File: src/rtl/cfgmem_rst_pkg.sv
package cfgmem_rst_pkg;

    typedef enum logic [2:0] {
        ST_PWR_DOWN = 3'd0,
        ST_WAIT_DLY = 3'd1,
        ST_RESET    = 3'd2,
        ST_STANDBY  = 3'd3,
        ST_ACTIVE   = 3'd4
    } seq_state_e;

    typedef struct packed {
        logic drv_low;
        logic addr_clr;
        logic casc_n;
        logic data_oe;
    } pin_ctl_t;

    // choose among the powered states
    function automatic seq_state_e pick_powered(input logic cen_n, input logic line_low);
        if (cen_n)
            return ST_STANDBY;
        else if (line_low)
            return ST_RESET;
        else
            return ST_ACTIVE;
    endfunction

    function automatic pin_ctl_t decode_ctl(input seq_state_e s);
        pin_ctl_t c;
        c.drv_low  = (s == ST_PWR_DOWN) || (s == ST_WAIT_DLY);
        c.addr_clr = (s != ST_ACTIVE);
        c.casc_n   = (s != ST_ACTIVE);
        c.data_oe  = (s == ST_ACTIVE);
        return c;
    endfunction

endpackage

File: src/rtl/cfgmem_supply_gate.sv
module cfgmem_supply_gate #(
    parameter bit REQUIRE_VIO = 1'b1
) (
    input  logic core_por_ok,
    input  logic core_pd_low,
    input  logic vio_ok,
    output logic sup_ok
);
    generate
        if (REQUIRE_VIO) begin : g_with_vio
            assign sup_ok = core_por_ok & vio_ok & ~core_pd_low;
        end else begin : g_core_only
            logic unused_vio;
            assign unused_vio = vio_ok;
            assign sup_ok = core_por_ok & ~core_pd_low;
        end
    endgenerate
endmodule

File: src/rtl/cfgmem_release_timer.sv
module cfgmem_release_timer #(
    parameter int DLY_CYCLES = 64
) (
    input  logic clk,
    input  logic rst,
    input  logic en,
    output logic done
);
    localparam int CW = (DLY_CYCLES > 2) ? $clog2(DLY_CYCLES) : 1;
    localparam logic [CW-1:0] LAST = CW'(DLY_CYCLES - 1);

    logic [CW-1:0] cnt_q;

    always_ff @(posedge clk) begin
        if (rst || !en)
            cnt_q <= '0;
        else if (cnt_q != LAST)
            cnt_q <= cnt_q + 1'b1;
    end

    assign done = en && (cnt_q == LAST);

    // restart from zero whenever the enable drops
    assert_timer_restart_R9: assert property (@(posedge clk) disable iff (rst)
        !en |=> (cnt_q == '0));
endmodule

File: src/rtl/cfgmem_line_sync.sv
module cfgmem_line_sync (
    input  logic clk,
    input  logic rst,
    input  logic pin_in,
    output logic line_low
);
    logic s1_q, s2_q;

    always_ff @(posedge clk) begin
        if (rst) begin
            s1_q <= 1'b0;
            s2_q <= 1'b0;
        end else begin
            s1_q <= pin_in;
            s2_q <= s1_q;
        end
    end

    assign line_low = ~s2_q;

    assert_sync_chain_R8: assert property (@(posedge clk) disable iff (rst)
        $past(!rst) |-> (s2_q == $past(s1_q)));
endmodule

File: src/rtl/cfgmem_rst_seq.sv
module cfgmem_rst_seq
    import cfgmem_rst_pkg::*;
#(
    parameter int DLY_CYCLES  = 64,
    parameter bit REQUIRE_VIO = 1'b1
) (
    input  logic       clk,
    input  logic       rst,
    input  logic       core_por_ok,
    input  logic       core_pd_low,
    input  logic       vio_ok,
    input  logic       chip_en_n,
    input  logic       pin_in,
    output logic       pin_drive_low,
    output logic       addr_clr,
    output logic       cascade_en_n,
    output logic       data_oe,
    output logic [2:0] state_o
);
    seq_state_e st_q, st_nx;
    logic       sup_ok, tmr_done, line_low, tmr_en;
    pin_ctl_t   ctl;

    cfgmem_supply_gate #(.REQUIRE_VIO(REQUIRE_VIO)) u_gate (
        .core_por_ok (core_por_ok),
        .core_pd_low (core_pd_low),
        .vio_ok      (vio_ok),
        .sup_ok      (sup_ok)
    );

    assign tmr_en = (st_q == ST_WAIT_DLY) && sup_ok;

    cfgmem_release_timer #(.DLY_CYCLES(DLY_CYCLES)) u_tmr (
        .clk  (clk),
        .rst  (rst),
        .en   (tmr_en),
        .done (tmr_done)
    );

    cfgmem_line_sync u_sync (
        .clk      (clk),
        .rst      (rst),
        .pin_in   (pin_in),
        .line_low (line_low)
    );

    always_comb begin
        st_nx = st_q;
        unique case (st_q)
            ST_PWR_DOWN: if (sup_ok) st_nx = ST_WAIT_DLY;
            ST_WAIT_DLY: begin
                if (!sup_ok)
                    st_nx = ST_PWR_DOWN;
                else if (tmr_done)
                    st_nx = pick_powered(chip_en_n, line_low);
            end
            default: st_nx = pick_powered(chip_en_n, line_low);
        endcase
        if (core_pd_low)
            st_nx = ST_PWR_DOWN;
    end

    always_ff @(posedge clk) begin
        if (rst)
            st_q <= ST_PWR_DOWN;
        else
            st_q <= st_nx;
    end

    assign ctl           = decode_ctl(st_q);
    assign pin_drive_low = ctl.drv_low;
    assign addr_clr      = ctl.addr_clr;
    assign cascade_en_n  = ctl.casc_n;
    assign data_oe       = ctl.data_oe;
    assign state_o       = st_q;

    assert_pd_forces_down_R4: assert property (@(posedge clk) disable iff (rst)
        core_pd_low |=> (st_q == ST_PWR_DOWN && pin_drive_low));

    assert_release_after_delay_R2: assert property (@(posedge clk) disable iff (rst)
        $fell(pin_drive_low) |-> $past(tmr_done));

    assert_vio_gate_R3: assert property (@(posedge clk) disable iff (rst)
        (REQUIRE_VIO && st_q == ST_PWR_DOWN && !vio_ok) |=> (st_q == ST_PWR_DOWN));

    assert_standby_wins_R6: assert property (@(posedge clk) disable iff (rst)
        (st_q inside {ST_RESET, ST_STANDBY, ST_ACTIVE} && chip_en_n && !core_pd_low)
        |=> (st_q == ST_STANDBY));

    assert_no_drive_when_on_R10: assert property (@(posedge clk) disable iff (rst)
        (st_q inside {ST_RESET, ST_STANDBY, ST_ACTIVE} && !core_pd_low) |=> !pin_drive_low);

    assert_quiet_outputs_R5: assert property (@(posedge clk) disable iff (rst)
        cascade_en_n |-> !data_oe);
endmodule

File: config.mk
export PLATFORM = sky130hd
export DESIGN_NAME = cfgmem_rst_seq
export DESIGN_NICKNAME = d
export VERILOG_FILES = /design/src/rtl/cfgmem_rst_pkg.sv /design/src/rtl/cfgmem_supply_gate.sv /design/src/rtl/cfgmem_release_timer.sv /design/src/rtl/cfgmem_line_sync.sv /design/src/rtl/cfgmem_rst_seq.sv
export SDC_FILE = /design/constraint.sdc
export NUM_CORES = 1
export LEC_CHECK = 0
export CAP_MARGIN = 20
export CORE_AREA = 8 8 45 47
export DETAILED_ROUTE_END_ITERATION = 12
export DIE_AREA = 0 0 53 55
export HOLD_SLACK_MARGIN = 0.08
export SLEW_MARGIN = 20
export SYNTH_ARGS = -nofsm -noshare
export SYNTH_HDL_FRONTEND = slang
export SYNTH_SLANG_ARGS = --single-unit
File: constraint.sdc
create_clock -name clk -period 3.78 [get_ports clk]
set_input_delay 0.567 -clock clk [delete_from_list [all_inputs] [get_ports clk]]
set_output_delay 0.567 -clock clk [all_outputs]
set_load 0.01 [all_outputs]
==> impl_metrics.py, run 1 <==
metrics = {
    "status": {
        "status": "complete, no violations",
    },
    "sta": {
        "finClkSkew_ps": 0.461,
        "fin_crit_sh_pct": 51.3,
        "setup_viol": 0,
        "max_freq_mhz": 516,
        "holdWs_ps": 453,
        "drv_slew": 0,
        "tightest_slew_ps": 288,
        "relSlewSlack_pct": 80.5,
        "setup_tns_ps": 0,
        "rsz0062_at_grt": "false",
        "fin_crit_ps": 1940,
        "finalHoldViolations": 0,
    },
    "detailed_routing": {
        "drt_iter0_drc": 12,
        "vias_per_cell": 5.53,
        "drt-total-wl_um": 1080,
        "routedWlPerCell_um": 12.7,
        "firstDrtPassIters": 4,
        "ant_nets": 0,
        "vias": 470,
        "drc_errors": 0,
    },
    "cells_and_area": {
        "num_antenna_cells": 0,
        "layout_commonest_cell": "clkdlybuf4s50_1",
        "synthToLayoutAreaGrowth_pct": 33.5,
        "nets": 78,
        "drive_gt1_share_pct": 5.80,
        "nFillCells": 133,
        "final_cell_mix": "clkdlybuf4s50_1 (13), dfxtp_1 (11), nor3_1 (5), nand3_1 (4)",
    },
    "global_route": {
        "grt_pass1_wl_um": 1820,
        "antenna_found_initial": 0,
        "use_met3_pct": 2.67,
        "grt.overflow.total": 0,
        "track_usage_pct": 8.55,
        "grt_start_max_net_pins": 7,
        "grt_pass1_vias": 436,
        "use_met2_pct": 12.7,
        "top_usage_layer": "met2",
        "use_met1_pct": 10.1,
    },
    "critical_path": {
        "crit_fanout": 5,
        "critPathLaunch": "state_o[1]",
        "cp.required_ps": 3210,
        "cp-end-kind": "output port",
        "rrSetupSlack_ps": 2260,
        "startpoint_type": "flip-flop",
        "r2r_start": "u_tmr.cnt_q[0]",
        "crit_type": "reg2out",
        "crit_arrival_ps": 1370,
    },
    "clock_network": {
        "postCtsResizedCells": 0,
        "cts_hold_buf": 0,
        "htreeDepth": 1,
        "cts.path.max_buffers": 2,
        "postCtsSetupBuffers": 0,
        "clkTransAtPathRegs_ps": 70,
        "numCtsBuffers": 3,
        "clock_latency_ps": 260,
        "cts-root-buf": "clkbuf_4",
        "clock_sinks": 11,
        "cts_tree": "done",
    },
    "placed_design": {
        "routabilityCongestion": 0.669,
        "dp_hpwl_um": 810,
        "portBuffers": 13,
    },
    "floorplanning": {
        "io_pins": 14,
        "core_um2": 1380,
        "rows": 14,
        "dieWidth_um": 53,
        "die_area_um2": 2920,
        "start_util_pct": 35.4,
        "die_y_um": 55,
    },
    "worst_hold_path": {
        "hp-start": "u_sync.s1_q",
        "hold_path_class": "reg2reg",
    },
    "power_and_ir_drop": {
        "clkPwrFrac_pct": 37.7,
        "share_comb_of_total_power_pct": 5.4,
        "power.leakage_uw": 0.000231,
        "p_switching_uw": 41.0,
        "peakVddDrop_mv": 0.152,
        "power_density_nw_per_um2": 316,
        "sw_frac_of_total_pct": 19.8,
        "seq_power_share_pct": 56.9,
        "intPower_uw": 166,
    },
    "synthesis": {
        "synth.area.top_cells": "dfxtp_1 (45%), nor4b_1 (5.4%), nor3_1 (5.1%), nand3_1 (4.1%), nor2b_1 (3.8%)",
        "synth_nets": 62,
        "yosysUniqueCellTypes": 25,
        "ys_warn_count": 0,
        "syn_area_um2": 489,
        "ys_seq_area_share_pct": 45.0,
        "synth_top_cell_by_area": "dfxtp_1",
        "synth.top_cell.area_share_pct": 45.0,
        "syn-mean-instance-area_um2": 9.06,
        "synthCells": 54,
        "synth-seq-cells": 11,
    },
    "job": {
        "max_cap_violations": 0,
    },
}
-- per-layer routing --
| layer | up-vias | wire [µm] |
|---|---|---|
| met3 | 2 | 46 |
| met4 | 0 | 13 |
| met1 | 222 | 510 |
| met2 | 14 | 506 |
| met5 | - | 0 |
| li1 | 232 | - |
-- worst max-delay path, stage by stage (launching register included) --
cell and delay [ps]:
dfxtp_1 340, nor2_1 90, nand2_1 80, inv_1 60, clkdlybuf4s50_1 530
-- power by group through the flow --
stage	registers, µW	clock network, µW	logic [µW]
after floorplan	120	0	2.43
after global placement	120	0	11.1
after detailed placement	120	0	11.1
after CTS	118	81.1	11.1
after global routing	118	87.9	12.3
final	118	77.8	11.1
-- sequential cells by signal (all words and copies together), names as in the netlist --
| register | cells |
|---|---|
| u_tmr.cnt_q | 6 |
| state_o | 3 |
| u_sync.s1_q | 1 |
| u_sync.s2_q | 1 |
-- Yosys cell counts --
cell,instances
buf_4,1
clkbuf_2,1
nor4_1,2
a41oi_1,1
nor3_1,5
and3_1,1
nor2b_1,3
inv_1,2
o31a_2,1
dfxtp_1,11
and4b_1,1
nor2_1,3
a21oi_1,3
a21boi_0,1
nand2_1,2
nor4b_1,3
or4_1,1
and2_0,1
a211oi_1,1
ha_1,1
o21ai_0,2
a211o_1,1
xor2_1,1
nand4b_1,1
nand3_1,4
-- worst paths after layout --
check | endpoint | depth (start not counted)
hold reg to reg | u_sync.s2_q | 1
hold / removal | u_sync.s2_q | 1
setup reg to reg | state_o[2] | 4
setup / recovery | data_oe | 4
-- through the flow --
stage	total power (µW)	setup WS [ps]	area, µm²	instances	util [%]
after floorplan	123	2290	489	54	-
after global placement	131	1740	627	81	45.3
after detailed placement	131	1690	627	81	45.3
after CTS	210	1820	653	85	47.2
after global routing	218	1730	653	85	47.2
final	207	1840	653	85	47.2
-- kinds of logic after synthesis --
kind of cell | share of synthesized area, %
xor gates and xnor gates | 1.79
adders and majority gates | 2.56
DFF | 45.0
AOI/OAI and AO/OA | 13.8
and+or+nand+nor | 32.7
buffers and inverters | 4.09
-- cell type report --
type	count	area, µm²	share of cell area, %
Tap cell	16	20.0	3.07
Inverter	2	7.51	1.15
Multi-Input combinational cell	39	249	38.1
Timing Repair Buffer	13	130	19.9
Clock buffer	4	26.3	4.02
Sequential cell	11	220	33.7
Note: power is estimated with default switching activity, not from simulation.
==> run 2, diff against run 1 <==
clock period = 1.8 ns   (was 3.78 ns; I/O delays follow)
==> run 2 against run 1 <==
Effect of this change:
- worst hold slack about the same
- global-route usage up 0.60 points
- total power up 110%
- cell count is 2.4% higher
- clock skew about the same
- non-clock buffer count increased by 2
- critical path depth unchanged
- clock power is 120% higher
- count of clock-buffer cells in the layout unchanged
- flip-flop and latch count unchanged
- via count down 2.3%
==> impl_metrics.py, run 2 (synthesized netlist as in run 1, its figures left out) <==
metrics = {
    "status": {
        "status": "complete, no violations",
    },
    "global_route": {
        "grt.overflow.total": 0,
        "grt_pass1_vias": 474,
        "track_usage_pct": 9.15,
        "antenna_found_initial": 0,
        "grt_start_max_net_pins": 7,
        "grt_pass1_wl_um": 2010,
    },
    "placed_design": {
        "routabilityCongestion": 0.713,
        "portBuffers": 13,
        "place_inst": 83,
        "dp_hpwl_um": 852,
    },
    "cells_and_area": {
        "multiInputGateArea_um2": 251,
        "num_antenna_cells": 0,
        "layout_commonest_cell": "clkdlybuf4s50_1",
        "fin_cells": 87,
        "fin_util_pct": 48.5,
        "final_cell_mix": "clkdlybuf4s50_1 (13), dfxtp_1 (11), nor3_1 (5), nand3_1 (4)",
        "nFillCells": 123,
        "top_register": "u_tmr.cnt_q",
        "seqCellArea_um2": 220,
        "largest_reg_flops": 6,
        "synthToLayoutAreaGrowth_pct": 37.1,
        "drive_gt1_share_pct": 9.86,
        "nets": 80,
    },
    "floorplanning": {
        "io_pins": 14,
        "core_um2": 1380,
        "dieWidth_um": 53,
        "die_area_um2": 2920,
        "die_y_um": 55,
        "rows": 14,
        "start_util_pct": 35.4,
    },
    "critical_path": {
        "crit_fanout": 5,
        "max_stage_delay_ps": 530,
        "cp.buffers_inverters": 2,
        "cp.required_ps": 1530,
        "r2r_end": "state_o[2]",
        "cp_cell_sequence": "nor2_2, nand2_1, inv_1, clkdlybuf4s50_1",
        "rrSetupSlack_ps": 240,
        "cp-end-kind": "output port",
        "slowest_stage": "clkdlybuf4s50_1",
        "crit_arrival_ps": 1410,
        "crit_family": "buffers and inverters",
        "r2r_start": "u_tmr.cnt_q[1]",
        "crit_type": "reg2out",
        "reg2regPathDepth": 4,
        "startpoint_type": "flip-flop",
    },
    "sta": {
        "max_freq_mhz": 594,
        "drv_slew": 0,
        "tightest_slew_ps": 287,
        "setup_viol": 0,
        "holdWs_ps": 453,
        "fin_crit_ps": 1680,
        "rsz0062_at_grt": "false",
        "setup_tns_ps": 0,
        "relSlewSlack_pct": 80.8,
        "finalHoldViolations": 0,
        "fin_crit_sh_pct": 93.5,
        "finClkSkew_ps": 0.312,
    },
    "detailed_routing": {
        "ant_nets": 0,
        "drc_errors": 0,
        "vias": 459,
        "drt_iter0_drc": 13,
        "vias_per_cell": 5.28,
        "drt-total-wl_um": 1120,
        "routedWlPerCell_um": 12.9,
        "firstDrtPassIters": 4,
    },
    "worst_hold_path": {
        "hold_path_class": "reg2reg",
        "hp-start": "u_sync.s1_q",
        "holdPathEnd": "u_sync.s2_q",
        "whs_path_depth": 1,
    },
    "power_and_ir_drop": {
        "power.leakage_uw": 0.000242,
        "p_total_uw": 441,
        "power_density_nw_per_um2": 657,
        "peakVddDrop_mv": 0.340,
    },
    "clock_network": {
        "clkTransAtPathRegs_ps": 70,
        "htreeDepth": 1,
        "clock_latency_ps": 260,
        "cts.path.max_buffers": 2,
        "numCtsBuffers": 3,
        "clock_sinks": 11,
        "postCtsSetupBuffers": 0,
        "cts_tree": "done",
        "cts-root-buf": "clkbuf_4",
    },
    "job": {
        "max_cap_violations": 0,
    },
}
==> run 2: how the worst max path moves through the flow <==
stage | slack (ps) | cells after the start | startpoint | to
after floorplan | 450 | 4 | u_tmr.cnt_q[0] | state_o[2]
after global placement | 60 | 4 | core_pd_low | u_tmr.cnt_q[5]
after detailed placement | 20 | 4 | core_pd_low | u_tmr.cnt_q[5]
after CTS | 70 | 4 | state_o[0] | data_oe
after global routing | 20 | 4 | state_o[1] | data_oe
final | 120 | 4 | state_o[1] | data_oe
==> run 2: power by group <==
part / switching (µW) / leakage (µW) / total [µW] / internal (µW)
Combinational: 7.52 / 0.000138 / 25.2 / 17.7
Sequential: 1.06 / 0.0000891 / 247 / 246
Clock: 83.1 / 0.0000150 / 169 / 85.7
==> run 2: final cells by class <==
class | count | share of cell area, %
clock buffers | 4 | 3.92
well taps | 16 | 2.99
multi-input cells | 39 | 37.5
flip-flops and latches | 11 | 32.8
repair buffers | 15 | 21.6
inverters | 2 | 1.12
==> run 2: worst reg2reg max path, delay by kind of cell (launching register included) <==
family,cells,cell delay [ps]
compound gates,1,330
flops,1,410
simple gates,2,430
fa+ha+maj,1,290
==> run 2: metrics by stage <==
stage | worst slack (ps) | area (µm²)
finish | 116 | 671
CTS | 71.7 | 668
global placement | 57.4 | 642
global route | 18.3 | 671
floorplan | 453 | 489
detailed placement | 17.8 | 642
==> run 2: timing repair <==
item	CTS	global route
endpoints found under the setup margin	0	1
hold buffers	0	0
resized for setup	0	1
==> run 2: metal layers <==
| metal | global-route usage [%] | part of all wire (%) | vias to the layer above |
|---|---|---|---|
| met3 | 2.67 | 4.7 | 2 |
| li1 | - | - | 238 |
| met1 | 10.4 | 47 | 207 |
| met4 | 6.47 | 0.71 | 0 |
| met2 | 14.5 | 48 | 12 |
| met5 | 0 | 0 | - |
